**src/rtl/flash_verify_seq.sv**
```systemverilog
module flash_verify_seq #(
  parameter int DEPTH       = 16,
  parameter int WORD_W      = 8,
  parameter int EXTRA       = 12,
  parameter logic [7:0] VERIFY_CODE = 8'h05
) (
  input  logic                     clk,
  input  logic                     rst_n,
  input  logic                     wr_en,
  input  logic [1:0]               wr_sel,
  input  logic [7:0]               wr_data,
  input  logic [1:0]               rd_sel,
  output logic [7:0]               rd_data,
  input  logic                     pre_en,
  input  logic [$clog2(DEPTH)-1:0] pre_idx,
  input  logic [WORD_W-1:0]        pre_word
);
  localparam int AW    = $clog2(DEPTH);
  localparam int TOTAL = DEPTH + EXTRA;
  localparam int CW    = $clog2(TOTAL + 1);

  logic [WORD_W-1:0] mem [DEPTH];
  logic [6:0] div_val;
  logic       div_loaded;
  logic [7:0] cmd_reg;
  logic [1:0] step;
  logic       buf_empty, done, acc_err, blank;
  logic       busy, pend, scan_ok;
  logic [CW-1:0] cnt;

  wire wr_div = wr_en && wr_sel == 2'd0;
  wire wr_cmd = wr_en && wr_sel == 2'd1;
  wire wr_sts = wr_en && wr_sel == 2'd2;
  wire wr_dat = wr_en && wr_sel == 2'd3;

  wire gate       = div_loaded && buf_empty;
  wire bad_dat    = wr_dat && !acc_err && (!gate || step != 2'd0);
  wire bad_cmd    = wr_cmd && !acc_err && (!gate || step != 2'd1 || wr_data != VERIFY_CODE);
  wire launch_try = wr_sts && wr_data[7] && !acc_err;
  wire bad_launch = launch_try && step != 2'd2;
  wire launch_ok  = launch_try && step == 2'd2;
  wire abort      = wr_sts && wr_data == 8'h00;
  wire err_set    = bad_dat || bad_cmd || bad_launch;

  wire finish = busy && cnt == CW'(TOTAL - 1);
  wire free   = !busy || (finish && !pend);
  wire start  = launch_ok && free;
  wire queue  = launch_ok && !free;
  wire move   = finish && pend;
  wire word_erased = mem[cnt[AW-1:0]] == {WORD_W{1'b1}};

  assign rd_data = (rd_sel == 2'd0) ? {div_loaded, div_val} :
                   (rd_sel == 2'd1) ? cmd_reg :
                   (rd_sel == 2'd2) ? {buf_empty, done, 1'b0, acc_err, 1'b0, blank, 2'b00} :
                   8'h00;

  always_ff @(posedge clk or negedge rst_n) begin
    if (!rst_n) begin
      div_val    <= '0;
      div_loaded <= 1'b0;
      cmd_reg    <= '0;
      step       <= 2'd0;
      acc_err    <= 1'b0;
    end else begin
      if (wr_div) begin
        div_val    <= wr_data[6:0];
        div_loaded <= 1'b1;
      end
      if (wr_cmd && !acc_err && !bad_cmd) cmd_reg <= wr_data;
      if (err_set || launch_ok || abort) step <= 2'd0;
      else if (wr_dat && !acc_err)       step <= 2'd1;
      else if (wr_cmd && !acc_err)       step <= 2'd2;
      if (err_set)                      acc_err <= 1'b1;
      else if (wr_sts && wr_data[4])    acc_err <= 1'b0;
    end
  end

  always_ff @(posedge clk or negedge rst_n) begin
    if (!rst_n) begin
      busy      <= 1'b0;
      pend      <= 1'b0;
      cnt       <= '0;
      scan_ok   <= 1'b1;
      buf_empty <= 1'b1;
      done      <= 1'b1;
      blank     <= 1'b0;
    end else begin
      if (start || move) busy <= 1'b1;
      else if (finish)   busy <= 1'b0;
      if (queue)     pend <= 1'b1;
      else if (move) pend <= 1'b0;
      if (start || move) cnt <= '0;
      else if (busy)     cnt <= cnt + 1'b1;
      if (start || move)                   scan_ok <= 1'b1;
      else if (busy && cnt < CW'(DEPTH))   scan_ok <= scan_ok && word_erased;
      buf_empty <= !(launch_ok || (pend && !move));
      if (launch_ok)              done <= 1'b0;
      else if (finish && !pend)   done <= 1'b1;
      if (launch_ok)              blank <= 1'b0;
      else if (finish && !pend)   blank <= scan_ok;
    end
  end

  always_ff @(posedge clk or negedge rst_n) begin
    if (!rst_n) begin
      for (int i = 0; i < DEPTH; i++) mem[i] <= {WORD_W{1'b1}};
    end else if (pre_en) begin
      mem[pre_idx] <= pre_word;
    end
  end

  p_done_low_busy_r4: assert property (@(posedge clk) disable iff (!rst_n)
    busy |-> !done);
  p_run_holds_r4: assert property (@(posedge clk) disable iff (!rst_n)
    (busy && cnt < CW'(TOTAL - 1)) |=> busy);
  p_err_no_start_r10: assert property (@(posedge clk) disable iff (!rst_n)
    (wr_sts && wr_data[7] && acc_err && !busy) |=> !busy);
  p_queue_needs_run_r12: assert property (@(posedge clk) disable iff (!rst_n)
    pend |-> busy);
  p_blank_with_done_r5: assert property (@(posedge clk) disable iff (!rst_n)
    $rose(blank) |-> done);
  p_unloaded_no_seq_r8: assert property (@(posedge clk) disable iff (!rst_n)
    !div_loaded |-> step == 2'd0);
  p_launch_clears_buf_r3: assert property (@(posedge clk) disable iff (!rst_n)
    launch_ok |=> !buf_empty && !done);
endmodule

```
**config.mk**
```make
export PLATFORM = sky130hd
export DESIGN_NAME = flash_verify_seq
export DESIGN_NICKNAME = d
export VERILOG_FILES = /design/src/rtl/flash_verify_seq.sv
export SDC_FILE = /design/constraint.sdc
export NUM_CORES = 1
export LEC_CHECK = 0
export ABC_CLOCK_PERIOD_IN_PS = 1800
export BUFFER_PORTS_ARGS = -buffer_cell sky130_fd_sc_hd__buf_2
export CAP_MARGIN = 25
export CORE_UTILIZATION = 50
export CTS_BUF_LIST = sky130_fd_sc_hd__clkbuf_4
export CTS_CLUSTER_DIAMETER = 80
export CTS_CLUSTER_SIZE = 16
export DETAILED_ROUTE_END_ITERATION = 10
export PLACE_DENSITY = 0.67
export SLEW_MARGIN = 10
export SYNTH_ARGS = -nofsm -noshare
export SYNTH_HDL_FRONTEND = slang
export SYNTH_SLANG_ARGS = --single-unit
```
**constraint.sdc**
```tcl
create_clock -name clk -period 1.8 [get_ports clk]
set_input_delay 0.09 -clock clk [delete_from_list [all_inputs] [get_ports clk]]
set_output_delay 0.09 -clock clk [all_outputs]
set_load 0.05 [all_outputs]
```
==> results of run 1 <==
[per-stage QoR]
step	power, µW	hold WS (ps)	setup slack [ps]
CTS	10000	13.19	11.24
global placement	7180	339.0	-23.52
detailed placement	7315	344.8	-42.24
floorplan	6581	-205.6	12.08
global route	10580	21.06	-8.716
finish	10020	67.23	28.99
[cell type report]
cell class                 instances  area, µm²
fill                            1095       5345
clock buffer                      17      127.6
tap                              176      220.2
inverter                           2      7.507
sequential                       158       4120
timing repair buffer              72      549.3
clock inverter                    15      241.5
multi-input combinational        320       2736
[power by group through the flow]
stage	registers [µW]	clock network [µW]	logic [µW]
after floorplan	5240	0	1340
after CTS	5370	2700	1930
after global routing	5520	2860	2210
final	5390	2610	2010
after global placement	5370	0	1810
after detailed placement	5430	0	1890
[synth_stat cells, drive strengths merged (2+ instances only)]
library cell  instances
mux2                135
dfstp               131
nor2                 31
dfrtp                27
nand4                26
clkbuf               20
nand2                16
mux2i                11
nand2b               10
nor2b                10
nor3                 10
o21ai                 9
nand3                 8
nand3b                5
nor4                  5
or2                   5
o311ai                4
nor3b                 3
or3                   3
xor2                  3
a311oi                2
and2                  2
and4                  2
buf                   2
inv                   2
nand4b                2
o211ai                2
[worst max-delay path: cells and delay by family]
kind | cells | cell delay (ps)
AO/OA/AOI/OAI | 3 | 880
AND/OR/NAND/NOR | 2 | 620
buffers and inverters | 2 | 660
[per-layer routing]
| layer | up-vias | GRT usage |
|---|---|---|
| met3 | 17 | 0.05508 |
| met4 | 0 | 0.07500 |
| li1 | 1956 | - |
| met1 | 2224 | 0.2835 |
| met2 | 65 | 0.3583 |
| met5 | - | 0 |
[worst min-delay path by stage]
stage	start	to	slack, ps	cells past startpoint
finish	pre_word[6]	mem[22]	70	2
global route	pre_word[6]	mem[70]	20	2
CTS	wr_sel[0]	acc_err	10	4
detailed placement	wr_data[3]	div_val[3]	340	2
global placement	wr_data[3]	div_val[3]	340	2
floorplan	rst_n	acc_err	-210	0
[logic make-up after synthesis]
group	after synthesis
buffers and inverters	24
AOI/OAI and AO/OA	27
adders and majority gates	1
muxes	146
and+or+nand+nor	142
DFF	158
xor gates and xnor gates	4
[what timing repair did]
action                                  in CTS  in global routing
setup buffers                                0                  2
pin swaps                                    0                  8
gates cloned                                 0                  0
endpoints found under the hold margin       89                  0
hold buffers                                11                  0
gates resized for setup                      2                 11
endpoints found under the setup margin       1                  3
==> results.sh, run 1 <==
export IMPL_synth_top_family_by_area="multiplexers"
export IMPL_syn_nets=531
export IMPL_yosys_area_share_simple=0.1169
export IMPL_cts_sinks=158
export IMPL_crit_start="wr_data[6]"
export IMPL_drc=0
export IMPL_place_hpwl_um=9238
export IMPL_io_pins=36
export IMPL_h_tree_depth=4
export IMPL_postRouteAntennaNets=0
export IMPL_rr_worst_depth=6
export IMPL_drv_slew=0
export IMPL_initial_core_util=0.5164
export IMPL_min_period_ps=1771
export IMPL_final_cell_area_mm2=0.008003
export IMPL_synth_top_area_share=0.4994
export IMPL_finalCritPeriodShare=0.9839
export IMPL_worstReg2RegEnd="scan_ok"
export IMPL_syn_cell_area_mm2=0.006893
export IMPL_yosysTopAreaCell="dfstp_2"
export IMPL_die_area_mm2=0.01426
export IMPL_yosys_warnings=0
export IMPL_synthCells=502
export IMPL_grt_ovfl_total=0
export IMPL_muxShareOfSynthArea=0.2365
export IMPL_syn_to_final_growth_pct=16.10
export IMPL_gp_congestion=0.8113
export IMPL_groute_usage_overall=0.2189
export IMPL_swShare=0.2691
export IMPL_avgSynthCellArea_um2=13.73
export IMPL_drive_gt1_frac=0.6370
export IMPL_yosys_top_cells_area="dfstp_2 (50%), mux2_2 (22%), dfrtp_1 (9.8%)"
export IMPL_cp_data_arrival_time_ps=2250
export IMPL_die_w_um=119.4
export IMPL_instances_no_fill=760
export IMPL_dp_cells=715
export IMPL_route_top_layer_used="met4"
export IMPL_endpoint="step[1]"
export IMPL_path_max_fanout=3
export IMPL_outcome="complete, no violations"
export IMPL_r2r_start="cnt[0]"
export IMPL_vias=4262
export IMPL_synth_compound_gate_area_share=0.02904
export IMPL_io_buffers=35
export IMPL_num_antenna_cells=0
export IMPL_worstPathRequired_ps=2280
export IMPL_grt_pass1_vias=4502
export IMPL_p_int_uw=7321
export IMPL_drt_met1_wl_um=6522
export IMPL_met2_length_um=7156
export IMPL_p_seq_frac=0.538
export IMPL_fmax_ghz=0.5646
export IMPL_start_kind="input port"
export IMPL_fin_tns_setup_ps=0
export IMPL_p_switching_uw=2695
export IMPL_clockPowerShare=0.261
export IMPL_final_common_cell="mux2_2"
export IMPL_firstDrtPassIters=4
export IMPL_critical_path_slowest_cell="dlygate4sd3_1"
export IMPL_grt_pass1_wl_um=23590
export IMPL_insertion_delay_ps=550
export IMPL_cts_tree="done"
export IMPL_drt_wirelength_per_cell_um=18.80
export IMPL_hp_class="input port to register"
export IMPL_cap_violations=0
export IMPL_critical_path_class="input port to register"
export IMPL_max_vdd_ir_drop_mv=0.7947
export IMPL_nNetsFinal=600
export IMPL_synth_edf_count=0
export IMPL_post_drt_via_cell_ratio=5.608
export IMPL_drt_iter0_drc=197
export IMPL_final_cell_mix="mux2_2 (135), dfstp_2 (131), buf_2 (34)"
export IMPL_numCtsBuffers=17
export IMPL_slowest_delay_ps=530
export IMPL_synth_adder_area_share=0.001815
export IMPL_placed_cell_area_mm2=0.007453
export IMPL_max_slew_margin=0.6433
export IMPL_finalHoldViolCount=0
export IMPL_antenna_found_initial=0
export IMPL_power_density_mw_per_mm2=1252
export IMPL_met3_length_um=409
export IMPL_async_reset_ff_frac=1.000
export IMPL_yosysSeqAreaShare=0.5974
export IMPL_combPwrFrac=0.201
export IMPL_timing_reg2reg_setup_slack_ps=50
export IMPL_num_rows=42
export IMPL_crit_path_cell_trace="dlygate4sd3_1, buf_2, or4_4, o41a_1, o21ba_1, a311oi_1, and2_2"
export IMPL_root_buffer="clkbuf_4"
export IMPL_synth_cell_types=48
export IMPL_final_util=0.5996
export IMPL_leakage_uw=0.003184
export IMPL_worst_pin_slew_ps=535.1
export IMPL_synth_xor_area_share=0.005083
export IMPL_fin_skew_ps=16.34
export IMPL_path_clk_slew_ps=130
export IMPL_wl_um=14290
export IMPL_cts_buffer_depth=2
export IMPL_core_mm2=0.01335
export IMPL_yosys_most_used_dff="dfstp_2"
export IMPL_grt_max_degree=55
export IMPL_ys_seq_elements=158
export IMPL_setup_viol=0
export IMPL_die_h_um=119.4
export IMPL_cp_end_kind="register"
export IMPL_largest_register_ff_count=128
Power figures use the tool's default switching activity.
==> run 2, diff against run 1 <==
--- a/config.mk
+++ b/config.mk
@@ -5,7 +5,7 @@
 export SDC_FILE = /design/constraint.sdc
 export NUM_CORES = 1
 export LEC_CHECK = 0
-export ABC_CLOCK_PERIOD_IN_PS = 1800
+export ABC_CLOCK_PERIOD_IN_PS = 2150
 export BUFFER_PORTS_ARGS = -buffer_cell sky130_fd_sc_hd__buf_2
 export CAP_MARGIN = 25
 export CORE_UTILIZATION = 50
==> constraint.sdc (replaced) <==
create_clock -name clk -period 2.15 [get_ports clk]
set_input_delay 0.1075 -clock clk [delete_from_list [all_inputs] [get_ports clk]]
set_output_delay 0.1075 -clock clk [all_outputs]
set_load 0.05 [all_outputs]
==> run 2 against run 1 <==
  * Register-to-register slack better by 130 ps
  * Die area stayed put
  * Cell count is 1.7% lower
  * Worst setup slack better by 160 ps
==> results.sh, run 2 (synthesis results as in run 1) <==
export IMPL_gp_congestion=0.7820
export IMPL_finalHoldViolCount=0
export IMPL_leakage_uw=0.003036
export IMPL_worst_pin_slew_ps=686.6
export IMPL_vias=4184
export IMPL_die_w_um=119.4
export IMPL_drive_gt1_frac=0.6077
export IMPL_io_pins=36
export IMPL_cts_setup_buffers=0
export IMPL_cp_data_arrival_time_ps=2400
export IMPL_worstPathRequired_ps=2580
export IMPL_firstDrtPassIters=4
export IMPL_insertion_delay_ps=550
export IMPL_finalCritPeriodShare=0.9142
export IMPL_nNetsFinal=587
export IMPL_wl_um=13810
export IMPL_fin_tns_setup_ps=0
export IMPL_grt_ovfl_total=0
export IMPL_place_hpwl_um=9006
export IMPL_die_h_um=119.4
export IMPL_instances_no_fill=747
export IMPL_setup_viol=0
export IMPL_die_area_mm2=0.01426
export IMPL_antenna_found_initial=0
export IMPL_numCtsBuffers=17
export IMPL_post_drt_via_cell_ratio=5.601
export IMPL_max_slew_margin=0.5406
export IMPL_groute_usage_overall=0.2179
export IMPL_cts_buffer_depth=2
export IMPL_h_tree_depth=4
export IMPL_path_clk_slew_ps=130
export IMPL_cts_sinks=158
export IMPL_largest_register_ff_count=128
export IMPL_power_density_mw_per_mm2=979.5
export IMPL_cap_violations=0
export IMPL_grt_max_degree=62
export IMPL_drt_wirelength_per_cell_um=18.48
export IMPL_fmax_ghz=0.5088
export IMPL_syn_to_final_growth_pct=11.33
export IMPL_drc=0
export IMPL_core_mm2=0.01335
export IMPL_critical_path_class="register to register"
export IMPL_fin_skew_ps=14.26
export IMPL_num_antenna_cells=0
export IMPL_cts_tree="done"
export IMPL_io_buffers=35
export IMPL_final_util=0.5749
export IMPL_postRouteAntennaNets=0
export IMPL_hp_class="input port to register"
export IMPL_dp_cells=703
export IMPL_min_period_ps=1966
export IMPL_fin_ws_ps=184.4
export IMPL_path_max_fanout=8
export IMPL_drv_slew=0
export IMPL_grt_pass1_vias=4555
export IMPL_start_kind="register"
export IMPL_drt_iter0_drc=265
export IMPL_rsz0062_at_grt="no"
export IMPL_fillers=1104
export IMPL_grt_pass1_wl_um=23540
export IMPL_num_rows=42
export IMPL_root_buffer="clkbuf_4"
export IMPL_final_cell_mix="mux2_2 (135), dfstp_2 (131), buf_2 (34)"
export IMPL_outcome="complete, no violations"
export IMPL_place_ws_ps=262.2
export IMPL_post_cts_resized=0
export IMPL_cp_end_kind="register"
export IMPL_final_common_cell="mux2_2"
export IMPL_max_vdd_ir_drop_mv=0.5800
export IMPL_initial_core_util=0.5164
[run 2: where the power goes]
part	total (µW)	internal, µW	switching [µW]
Combinational	1460	774	681
Clock	1530	578	956
Sequential	4530	4070	456
[run 2: cell type report]
cell class                      count  area, µm²  share of cell area
Clock buffer                       20      150.1             0.01957
Clock inverter                     12      77.57             0.01011
Inverter                            2      7.507           0.0009783
Multi-Input combinational cell    320       2684              0.3497
Sequential cell                   158       4118              0.5366
Tap cell                          176      220.2             0.02870
Timing Repair Buffer               59      416.7             0.05430
[run 2: final timing paths]
| kind | startpoint | endpoint | slack, ps | depth (start not counted) |
|---|---|---|---|---|
| worst min register to register | cmd_reg[0] | cmd_reg[0] | 480 | 1 |
| max in group asynchronous | rst_n | mem[83] | 1300 | 3 |
| worst max-delay path | cnt[0] | busy | 180 | 5 |
| worst min-delay path | pre_word[6] | mem[30] | 80 | 2 |
| worst max register to register | cnt[0] | busy | 180 | 5 |
| min in group asynchronous | rst_n | pend | 120 | 2 |
[run 2: worst max-delay path: stages, from the launching register on]
cell           delay, ps
dfrtp_1              580
ha_1                 280
nand4b_1             160
o21ai_0              190
o21ai_0              100
dlygate4sd3_1        560
[run 2: per-layer routing]
layer | GRT usage | vias to the layer above | wire length (µm)
li1 | - | 1935 | -
met1 | 0.2831 | 2197 | 6445
met2 | 0.3586 | 37 | 6861
met3 | 0.04981 | 15 | 327
met4 | 0.07734 | 0 | 173
met5 | 0 | - | 0
[run 2: through the flow]
step | cell area [µm²] | power [µW] | hold slack (ps)
finish | 7674 | 7517 | 76.89
floorplan | 6893 | 5509 | -188.1
detailed placement | 7326 | 6025 | 130.6
global placement | 7326 | 5903 | 123.5
CTS | 7674 | 7599 | 32.75
global route | 7674 | 7982 | 15.17
[run 2: what timing repair did]
item                                    CTS  global route
endpoints found under the setup margin    0             0
hold buffers                             12             0
hold endpoints to repair                 79             0
